==> src/rtl/pic_init_pkg.sv <==
package pic_init_pkg;

    localparam int AW   = 8;
    localparam int DW   = 8;
    localparam int NIRQ = 8;
    localparam int NCTL = 2;
    localparam int VBW  = 5;
    localparam int PW   = $clog2(NIRQ);

    localparam logic [DW-1:0] MASTER_CASC_MAP = 8'h04;
    localparam logic [PW-1:0] DFLT_LOW_PRIO   = PW'(NIRQ - 1);
    localparam logic [PW-1:0] DFLT_SLV_ADDR   = PW'(NIRQ - 1);
    localparam int            START_BIT       = 4;
    localparam int            AEOI_BIT        = 1;

    typedef enum logic [2:0] {
        SQ_IDLE,
        SQ_W2,
        SQ_W3,
        SQ_W4,
        SQ_RUN
    } seq_t;

    typedef struct packed {
        logic            start;
        logic            odd_wr;
        logic [DW-1:0]   data;
    } bus_ev_t;

    typedef struct packed {
        logic [VBW-1:0]  vbase;
        logic [DW-1:0]   word3;
        logic            aeoi;
        logic [NIRQ-1:0] mask;
        logic [PW-1:0]   low_prio;
        logic [PW-1:0]   slv_addr;
        logic            smm;
        logic            rd_irr;
    } cfg_t;

    function automatic cfg_t cfg_reset();
        cfg_t c;
        c.vbase    = '0;
        c.word3    = '0;
        c.aeoi     = 1'b0;
        c.mask     = '0;
        c.low_prio = DFLT_LOW_PRIO;
        c.slv_addr = DFLT_SLV_ADDR;
        c.smm      = 1'b0;
        c.rd_irr   = 1'b1;
        return c;
    endfunction

    function automatic cfg_t cfg_on_start(cfg_t cur);
        cfg_t c;
        c          = cur;
        c.mask     = '0;
        c.low_prio = DFLT_LOW_PRIO;
        c.slv_addr = DFLT_SLV_ADDR;
        c.smm      = 1'b0;
        c.rd_irr   = 1'b1;
        return c;
    endfunction

endpackage

==> src/rtl/pic_addr_dec.sv <==
module pic_addr_dec
    import pic_init_pkg::*;
#(
    parameter logic [AW-1:0] BASE = 8'h20
) (
    input  logic [AW-1:0] io_addr,
    input  logic [DW-1:0] io_data,
    input  logic          io_wr,
    output bus_ev_t       ev
);
    localparam logic [AW-1:0] EVEN_A = {BASE[AW-1:1], 1'b0};
    localparam logic [AW-1:0] ODD_A  = {BASE[AW-1:1], 1'b1};

    always_comb begin
        ev.start  = io_wr && (io_addr == EVEN_A) && io_data[START_BIT];
        ev.odd_wr = io_wr && (io_addr == ODD_A);
        ev.data   = io_data;
    end
endmodule

==> src/rtl/pic_req_reg.sv <==
module pic_req_reg
    import pic_init_pkg::*;
(
    input  logic            clk,
    input  logic            rst,
    input  logic            clr,
    input  logic [NIRQ-1:0] irq,
    output logic [NIRQ-1:0] irr
);
    logic [NIRQ-1:0] prev_q;

    always_ff @(posedge clk) begin
        if (rst) begin
            irr    <= '0;
            prev_q <= '1;
        end else if (clr) begin
            irr    <= '0;
            prev_q <= '1;
        end else begin
            irr    <= (irr | (irq & ~prev_q)) & irq;
            prev_q <= irq;
        end
    end

    a_r9_clear_empties: assert property (@(posedge clk) disable iff (rst)
        clr |=> (irr == '0));
    a_r9_needs_level: assert property (@(posedge clk) disable iff (rst)
        1'b1 |=> ((irr & ~$past(irq)) == '0));
endmodule

==> src/rtl/pic_seq.sv <==
module pic_seq
    import pic_init_pkg::*;
(
    input  logic    clk,
    input  logic    rst,
    input  bus_ev_t ev,
    output cfg_t    cfg,
    output logic    ready
);
    seq_t st;

    always_ff @(posedge clk) begin
        if (rst) begin
            st  <= SQ_IDLE;
            cfg <= cfg_reset();
        end else if (ev.start) begin
            st  <= SQ_W2;
            cfg <= cfg_on_start(cfg);
        end else if (ev.odd_wr) begin
            case (st)
                SQ_W2: begin
                    cfg.vbase <= ev.data[DW-1:DW-VBW];
                    st        <= SQ_W3;
                end
                SQ_W3: begin
                    cfg.word3 <= ev.data;
                    st        <= SQ_W4;
                end
                SQ_W4: begin
                    cfg.aeoi  <= ev.data[AEOI_BIT];
                    st        <= SQ_RUN;
                end
                SQ_RUN: cfg.mask <= ev.data[NIRQ-1:0];
                default: ;
            endcase
        end
    end

    assign ready = (st == SQ_RUN);

    a_r3_start_drops_ready: assert property (@(posedge clk) disable iff (rst)
        ev.start |=> !ready);
    a_r4_start_clears_mask: assert property (@(posedge clk) disable iff (rst)
        ev.start |=> (cfg.mask == '0 && cfg.rd_irr && !cfg.smm));
    a_r7_last_word_ready: assert property (@(posedge clk) disable iff (rst)
        (st == SQ_W4 && ev.odd_wr && !ev.start) |=> ready);
    a_r5_vbase_hold: assert property (@(posedge clk) disable iff (rst)
        !(st == SQ_W2 && ev.odd_wr) |=> $stable(cfg.vbase));
    a_r8_mask_load: assert property (@(posedge clk) disable iff (rst)
        (ready && ev.odd_wr && !ev.start) |=> (cfg.mask == $past(ev.data[NIRQ-1:0])));
    a_r8_idle_ignores: assert property (@(posedge clk) disable iff (rst)
        (st == SQ_IDLE && !ev.start) |=> $stable(cfg));
endmodule

==> src/rtl/pic_init_pair.sv <==
module pic_init_pair
    import pic_init_pkg::*;
#(
    parameter logic [AW-1:0] MASTER_BASE = 8'h20,
    parameter logic [AW-1:0] SLAVE_BASE  = 8'hA0
) (
    input  logic                       clk,
    input  logic                       rst,
    input  logic [AW-1:0]              io_addr,
    input  logic [DW-1:0]              io_data,
    input  logic                       io_wr,
    input  logic [NCTL-1:0][NIRQ-1:0]  irq_in,
    output logic [NCTL-1:0]            ready,
    output logic [NCTL-1:0][VBW-1:0]   vec_base,
    output logic [NCTL-1:0][DW-1:0]    word3,
    output logic [NCTL-1:0]            auto_eoi,
    output logic [NCTL-1:0][NIRQ-1:0]  mask,
    output logic [NCTL-1:0][NIRQ-1:0]  irr_stat,
    output logic [NCTL-1:0][PW-1:0]    low_prio,
    output logic [NCTL-1:0][PW-1:0]    slave_addr,
    output logic [NCTL-1:0]            smm,
    output logic [NCTL-1:0]            rd_irr,
    output logic                       casc_err
);
    cfg_t    cfg_a [NCTL];
    bus_ev_t ev_a  [NCTL];

    for (genvar c = 0; c < NCTL; c++) begin : g_ctl
        localparam logic [AW-1:0] BASE_C = (c == 0) ? MASTER_BASE : SLAVE_BASE;

        pic_addr_dec #(.BASE(BASE_C)) u_dec (
            .io_addr (io_addr),
            .io_data (io_data),
            .io_wr   (io_wr),
            .ev      (ev_a[c])
        );

        pic_seq u_seq (
            .clk   (clk),
            .rst   (rst),
            .ev    (ev_a[c]),
            .cfg   (cfg_a[c]),
            .ready (ready[c])
        );

        pic_req_reg u_req (
            .clk (clk),
            .rst (rst),
            .clr (ev_a[c].start),
            .irq (irq_in[c]),
            .irr (irr_stat[c])
        );

        assign vec_base[c]   = cfg_a[c].vbase;
        assign word3[c]      = cfg_a[c].word3;
        assign auto_eoi[c]   = cfg_a[c].aeoi;
        assign mask[c]       = cfg_a[c].mask;
        assign low_prio[c]   = cfg_a[c].low_prio;
        assign slave_addr[c] = cfg_a[c].slv_addr;
        assign smm[c]        = cfg_a[c].smm;
        assign rd_irr[c]     = cfg_a[c].rd_irr;
    end

    assign casc_err = ready[0] && (word3[0] != MASTER_CASC_MAP);

    a_r2_stray_addr_quiet: assert property (@(posedge clk) disable iff (rst)
        (io_wr && io_addr[AW-1:1] != MASTER_BASE[AW-1:1]
               && io_addr[AW-1:1] != SLAVE_BASE[AW-1:1])
        |=> ($stable(mask) && $stable(vec_base) && $stable(word3) && $stable(ready)));
    a_r6_casc_needs_ready: assert property (@(posedge clk) disable iff (rst)
        casc_err |-> ready[0]);
endmodule

==> config.mk <==
export PLATFORM = sky130hd
export DESIGN_NAME = pic_init_pair
export DESIGN_NICKNAME = d
export VERILOG_FILES = /design/src/rtl/pic_init_pkg.sv /design/src/rtl/pic_addr_dec.sv /design/src/rtl/pic_req_reg.sv /design/src/rtl/pic_seq.sv /design/src/rtl/pic_init_pair.sv
export SDC_FILE = /design/constraint.sdc
export NUM_CORES = 1
export LEC_CHECK = 0
export BUFFER_PORTS_ARGS = -buffer_cell sky130_fd_sc_hd__buf_2
export CELL_PAD_IN_SITES_DETAIL_PLACEMENT = 1
export CELL_PAD_IN_SITES_GLOBAL_PLACEMENT = 2
export CORE_ASPECT_RATIO = 1.25
export CORE_UTILIZATION = 30
export CTS_CLUSTER_DIAMETER = 60
export DETAILED_ROUTE_END_ITERATION = 6
export PLACE_DENSITY_LB_ADDON = 0.25
export RECOVER_POWER = 100
export SLEW_MARGIN = 20
export SYNTH_ARGS = -nofsm -noshare
export SYNTH_HDL_FRONTEND = slang
export SYNTH_HIERARCHICAL = 1
export SYNTH_SLANG_ARGS = --single-unit
==> constraint.sdc <==
create_clock -name clk -period 2.5 [get_ports clk]
set_input_delay 0.25 -clock clk [delete_from_list [all_inputs] [get_ports clk]]
set_output_delay 0.25 -clock clk [all_outputs]
set_load 0.005 [all_outputs]
==> impl_metrics.json, run 1 <==
{
  "skew_ps": 3.77,
  "worstMarginPinSlew_ps": 667,
  "clock-sinks": 82,
  "fmax_mhz": 481,
  "crit_fanout": 6,
  "cpMaxStageDelayCell": "or4b_1",
  "violations": "design-rule violations",
  "yosys-mux-area-fraction_pct": 13.3,
  "wl_per_cell_um": 14.4,
  "regArea_um2": 1640,
  "total_power_mw": 2.91,
  "numCtsBuffers": 9,
  "yosys-top-cells-area": "dfxtp_1, mux2i_1, nand2b_1",
  "powerDensity_nw_per_um2": 708,
  "ctsHoldBuffers": 0,
  "htreeDepth": 3,
  "dp_hpwl_mm": 5.87,
  "ys_types": 34,
  "path_clk_slew_ps": 60,
  "wl_mm": 8.00,
  "async_reset_ff_share_pct": 0,
  "nets": 453,
  "cts_setup_buffers": 0,
  "grt-ovfl-total": 0,
  "drc_errors": 9,
  "peakVddDrop_v": 0.000344,
  "fp.dieH_um": 122,
  "num_rows": 43,
  "fin_crit_sh_pct": 83.1,
  "fin_ws_ps": 423,
  "dr.pass1.iters": 7,
  "arrival_ps": 2340,
  "final-max-slew-violation-count": 0,
  "worstPathCellList": "buf_2 > or4b_1 > nor3_1 > clkbuf_1 > nor3b_4 > and2_0 > mux2i_1",
  "clockRootBuffer": "clkbuf_16",
  "rsz0062_at_grt": "false",
  "synth-seq-cells": 82,
  "vias": 2513,
  "synth_compound_area_share_pct": 0.865,
  "synth_edf_count": 0,
  "hold_viol": 0,
  "max_stage_delay_ps": 550,
  "multi_input_area_um2": 1480,
  "worst-path-buf-inv": 2,
  "place_congestion": 0.656,
  "crit_path_start_kind": "input port",
  "endpoint_kind": "register",
  "fp.coreArea_um2": 11200,
  "synth_top_family_by_area": "simple AND/OR/NAND/NOR gates",
  "syn-instance-count": 335,
  "cts_tree": "yes",
  "track_usage_pct": 13.8,
  "synth_xor_area_share_pct": 0.505,
  "synth.top_cell.area_share_pct": 47.3,
  "drt_iter0_markers": 47,
  "critical_path_required_ps": 2760,
  "netlist_area_um2": 3470,
  "synth-simple-area-share_pct": 27.4,
  "diodes": 0,
  "p_leak_nw": 1.84,
  "dieArea_um2": 12000,
  "maxCapViolations": 0,
  "cts_buffer_depth": 2,
  "drive_gt1_share_pct": 19.5,
  "crit_type": "input port to register",
  "grt_pass1_wl_mm": 12.7,
  "pre_cts_slack_ps": 222,
  "grt_max_degree": 33,
  "io_buffers": 97,
  "setup_viol": 0,
  "io_pins": 114,
  "synth-main-ff-cell": "dfxtp_1",
  "grt_pass1_vias": 2500,
  "slew_headroom_pct": 55.1,
  "seq_area_frac_synth_pct": 47.3,
  "tns_ps": 0,
  "vias_per_cell": 4.52,
  "status": "finished, violations left",
  "antenna_found_initial": 0,
  "initial_core_util_pct": 31.0,
  "n_fill_cell": 1335,
  "synth_top_area_cell": "dfxtp_1",
  "cpLargestDelayFamily": "simple AND/OR/NAND/NOR gates",
  "yosysWarnings": 6,
  "cts_resized": 0,
  "synth_fa_ha_area_share_pct": 0,
  "die_x_um": 98.2,
  "ant_nets": 0,
  "synth_area_per_cell_um2": 10.4,
  "hold_path.class": "input port to register",
  "finalCriticalPeriod_ps": 2080,
  "clock_latency_ps": 330,
  "syn2layout_area_growth_pct": 18.7
}
[metrics by stage]
step                hold slack, ps  util (%)  area (um^2)  cells
floorplan                      349         -         3510    347
global route                   111      36.8         4120    556
global placement               445      34.8         3890    542
detailed placement             451      34.8         3890    542
finish                         110      36.8         4120    556
CTS                           98.3      37.7         4220    556
[worst register-to-register path, stage by stage (launching register included)]
cell	delay (ps)
dfxtp_1	350
nor3b_1	420
and2_1	430
mux2i_1	250
[final timing paths]
| path | slack [ps] | cells past startpoint | from | endpoint |
|---|---|---|---|---|
| max reg2reg | 990 | 3 | g_ctl[1].u_seq/st[2] | g_ctl[1].u_seq/cfg[17] |
| min reg2reg | 480 | 2 | g_ctl[1].u_seq/cfg[18] | g_ctl[1].u_seq/cfg[18] |
| max | 420 | 7 | io_addr[6] | g_ctl[0].u_seq/cfg[22] |
| min | 110 | 2 | irq_in[1] | g_ctl[0].u_req/prev_q[1] |
[cells by family after synthesis]
logic type | after synthesis
AOI/OAI and AO/OA | 5
xor gates and xnor gates | 2
buffers and inverters | 50
DFF | 82
muxes | 46
other | 4
and+or+nand+nor | 146
[layout by cell type (no fill, tap or decap), drive strengths merged, types with 2 or more instances in the layout]
| cell type | Yosys | layout |
|---|---|---|
| nor3 | 2 | 2 |
| a31oi | 2 | 2 |
| and4bb | 2 | 2 |
| dfxtp | 82 | 82 |
| xor2 | 2 | 2 |
| or4b | 3 | 3 |
| and3 | 16 | 16 |
| buf | 38 | 62 |
| nor3b | 4 | 4 |
| nand3b | 4 | 4 |
| nand2b | 60 | 60 |
| bufinv | 0 | 2 |
| or2 | 2 | 2 |
| clkbuf | 6 | 54 |
| inv | 6 | 6 |
| conb | 4 | 16 |
| mux2i | 46 | 46 |
| nor4 | 3 | 3 |
| nand2 | 2 | 2 |
| nor2b | 4 | 4 |
| nand3 | 2 | 2 |
| a21oi | 2 | 2 |
| and2 | 2 | 2 |
| or3 | 16 | 16 |
| nor2 | 22 | 22 |
[area by class of cell]
cell class | instances | area share, %
Inverter | 6 | 0.547
Clock inverter | 2 | 1.46
Timing Repair Buffer | 104 | 11.5
Tap cell | 135 | 4.10
Clock buffer | 12 | 6.47
Sequential cell | 82 | 39.9
Multi-Input combinational cell | 215 | 36.0
[flip-flops by register name, indices dropped and copies added, names as in the netlist]
name and flops:
g_ctl.u_seq/cfg 44, g_ctl.u_req/irr 16, g_ctl.u_req/prev_q 16, g_ctl.u_seq/st 6
[report_power, final]
group	internal (mW)	switching, mW	total [mW]	leakage, nW
Sequential	1.33	0.00702	1.34	0.667
Clock	0.945	0.502	1.45	0.161
Combinational	0.0606	0.0702	0.131	1.01
[metal layers]
layer | part of all wire (%) | global-route usage, % | up-vias
met5 | 0 | 0 | -
met4 | 2.3 | 7.84 | 0
met3 | 5.9 | 2.33 | 12
met2 | 47 | 23.2 | 89
met1 | 45 | 16.8 | 1185
li1 | - | - | 1227
[synthesized netlist by cell type, types with 4 or more instances]
cell and instances:
conb_1 4, clkbuf_1 6, or3_1 16, buf_4 32, nand2b_1 60, nor2b_1 4
dfxtp_1 82, nor2_1 20, mux2i_1 46, and3_1 16, buf_6 6, inv_1 6
(Power assumes the default switching activity.)
==> run 2, diff against run 1 <==
--- a/config.mk
+++ b/config.mk
@@ -9,7 +9,7 @@
 export CELL_PAD_IN_SITES_DETAIL_PLACEMENT = 1
 export CELL_PAD_IN_SITES_GLOBAL_PLACEMENT = 2
 export CORE_ASPECT_RATIO = 1.25
-export CORE_UTILIZATION = 30
+export CORE_UTILIZATION = 27
 export CTS_CLUSTER_DIAMETER = 60
 export DETAILED_ROUTE_END_ITERATION = 6
 export PLACE_DENSITY_LB_ADDON = 0.25
==> constraint.sdc (replaced) <==
create_clock -name clk -period 1.8 [get_ports clk]
set_input_delay 0.18 -clock clk [delete_from_list [all_inputs] [get_ports clk]]
set_output_delay 0.18 -clock clk [all_outputs]
set_load 0.005 [all_outputs]
==> impl_metrics.json, run 2 (synthesized netlist as in run 1, its figures left out) <==
{
  "place_congestion": 0.725,
  "dieArea_um2": 13300,
  "htreeDepth": 3,
  "diodes": 0,
  "top_regs": "g_ctl.u_seq/cfg: 44 flops, g_ctl.u_req/irr: 16 flops, g_ctl.u_req/prev_q: 16 flops",
  "powerDensity_nw_per_um2": 884,
  "multi_input_area_um2": 1540,
  "crit_type": "input port to register",
  "vias_per_cell": 4.24,
  "slew_headroom_pct": 62.7,
  "drive_gt1_share_pct": 23.6,
  "hold_viol": 0,
  "setup_viol": 0,
  "dr.pass1.iters": 4,
  "grt_max_degree": 32,
  "crit_fanout": 8,
  "largest_register": "g_ctl.u_seq/cfg",
  "fin_crit_sh_pct": 93.3,
  "num_rows": 45,
  "status": "finished, final reports clean",
  "clock-sinks": 82,
  "endpoint_kind": "register",
  "maxCapViolations": 0,
  "utilization_pct": 35.0,
  "cts_tree": "yes",
  "syn2layout_area_growth_pct": 24.4,
  "hold_path.class": "input port to register",
  "track_usage_pct": 13.3,
  "finalCriticalPeriod_ps": 1680,
  "die_x_um": 103,
  "rsz0062_at_grt": "false",
  "io_pins": 114,
  "peakVddDrop_v": 0.000362,
  "drt_iter0_markers": 46,
  "wl_per_cell_um": 13.8,
  "numCtsBuffers": 9,
  "fp.dieH_um": 129,
  "fmax_mhz": 595,
  "clock_latency_ps": 330,
  "largest_register_ffs": 44,
  "p_leak_nw": 1.92,
  "crit_path_start_kind": "input port",
  "regArea_um2": 1640,
  "skew_ps": 7.00,
  "drc_errors": 0,
  "fp.coreArea_um2": 12300,
  "grt-ovfl-total": 0,
  "ctsHoldBuffers": 0,
  "nets": 463,
  "worstMarginPinSlew_ps": 559,
  "final-max-slew-violation-count": 0,
  "initial_core_util_pct": 28.1,
  "cts_setup_buffers": 0,
  "clockRootBuffer": "clkbuf_16",
  "wl_mm": 8.22,
  "vias": 2529,
  "holdWs_ps": 40.5,
  "dp_hpwl_mm": 6.29,
  "io_buffers": 97,
  "ant_nets": 0,
  "cts_buffer_depth": 2,
  "critical_path_required_ps": 2020,
  "antenna_found_initial": 0,
  "final_cell_mix": "dfxtp_1, buf_2, nand2b_1, mux2i_1, clkbuf_1",
  "grt_pass1_vias": 2595,
  "path_clk_slew_ps": 60,
  "final_common_cell": "dfxtp_1",
  "grt_pass1_wl_mm": 13.3,
  "arrival_ps": 1900,
  "n_fill_cell": 1434
}
run 2: changes by cell type in the layout (fill, tap and decap cells not counted), sizes merged:
cell,change
buf,+12
clkbuf,-4
clkinv,+3
bufinv,-1
clkinvlp,+1
run 2: through the flow:
| stage | cells | total power, mW | setup slack (ps) | TNS, ps | cell area, um^2 |
|---|---|---|---|---|---|
| floorplan | 347 | 2.05 | -63.7 | -381 | 3550 |
| global placement | 581 | 2.10 | -184 | -6820 | 4090 |
| detailed placement | 581 | 2.10 | -201 | -7370 | 4090 |
| CTS | 596 | 3.90 | 94.7 | 0 | 4380 |
| global route | 596 | 4.02 | 60.4 | 0 | 4320 |
| finish | 596 | 3.82 | 120 | 0 | 4320 |
run 2: timing repair:
| item | 4_1_cts | 5_1_grt |
|---|---|---|
| resized for setup | 0 | 1 |
| hold endpoints to repair | 0 | 0 |
| endpoints found under the setup margin | 0 | 1 |
run 2: path summary, 6_finish.rpt:
path                                from                  endpoint  slack, ps  cells past startpoint
setup / recovery              io_addr[6]     g_ctl[0].u_seq/cfg[8]        120                      8
hold / removal                irq_in[13]  g_ctl[1].u_req/prev_q[5]         40                      2
setup reg to reg    g_ctl[0].u_seq/st[1]    g_ctl[0].u_seq/cfg[20]        510                      4
hold reg to reg   g_ctl[1].u_seq/cfg[27]    g_ctl[1].u_seq/cfg[27]        480                      2
run 2: report_power, final:
group / switching [mW] / leakage (nW) / internal, mW / total, mW
Clock: 0.703 / 0.138 / 1.06 / 1.77
Combinational: 0.102 / 1.11 / 0.0908 / 0.193
Sequential: 0.0103 / 0.667 / 1.85 / 1.86
run 2: critical path: stages:
cell      delay (ps)
buf_2            100
or4b_1           560
nor3_2           220
clkbuf_1         180
and4bb_1         260
buf_12           140
mux2i_1          190
nor2_1            60
run 2: area by class of cell:
| cell class | count | share of cell area (%) |
|---|---|---|
| Multi-Input combinational cell | 215 | 35.8 |
| Inverter | 6 | 0.522 |
| Timing Repair Buffer | 114 | 14.3 |
| Tap cell | 164 | 4.76 |
| Clock buffer | 10 | 5.31 |
| Clock inverter | 5 | 1.30 |
| Sequential cell | 82 | 38.0 |
run 2: per-layer routing:
metal	vias to the layer above	routed length [um]	GRT usage [%]	part of all wire [%]
met5	-	0	0	0
met4	0	161	6.05	2.0
met3	13	271	3.42	3.3
met2	54	4270	22.6	52
met1	1206	3510	15.6	43
li1	1256	-	-	-
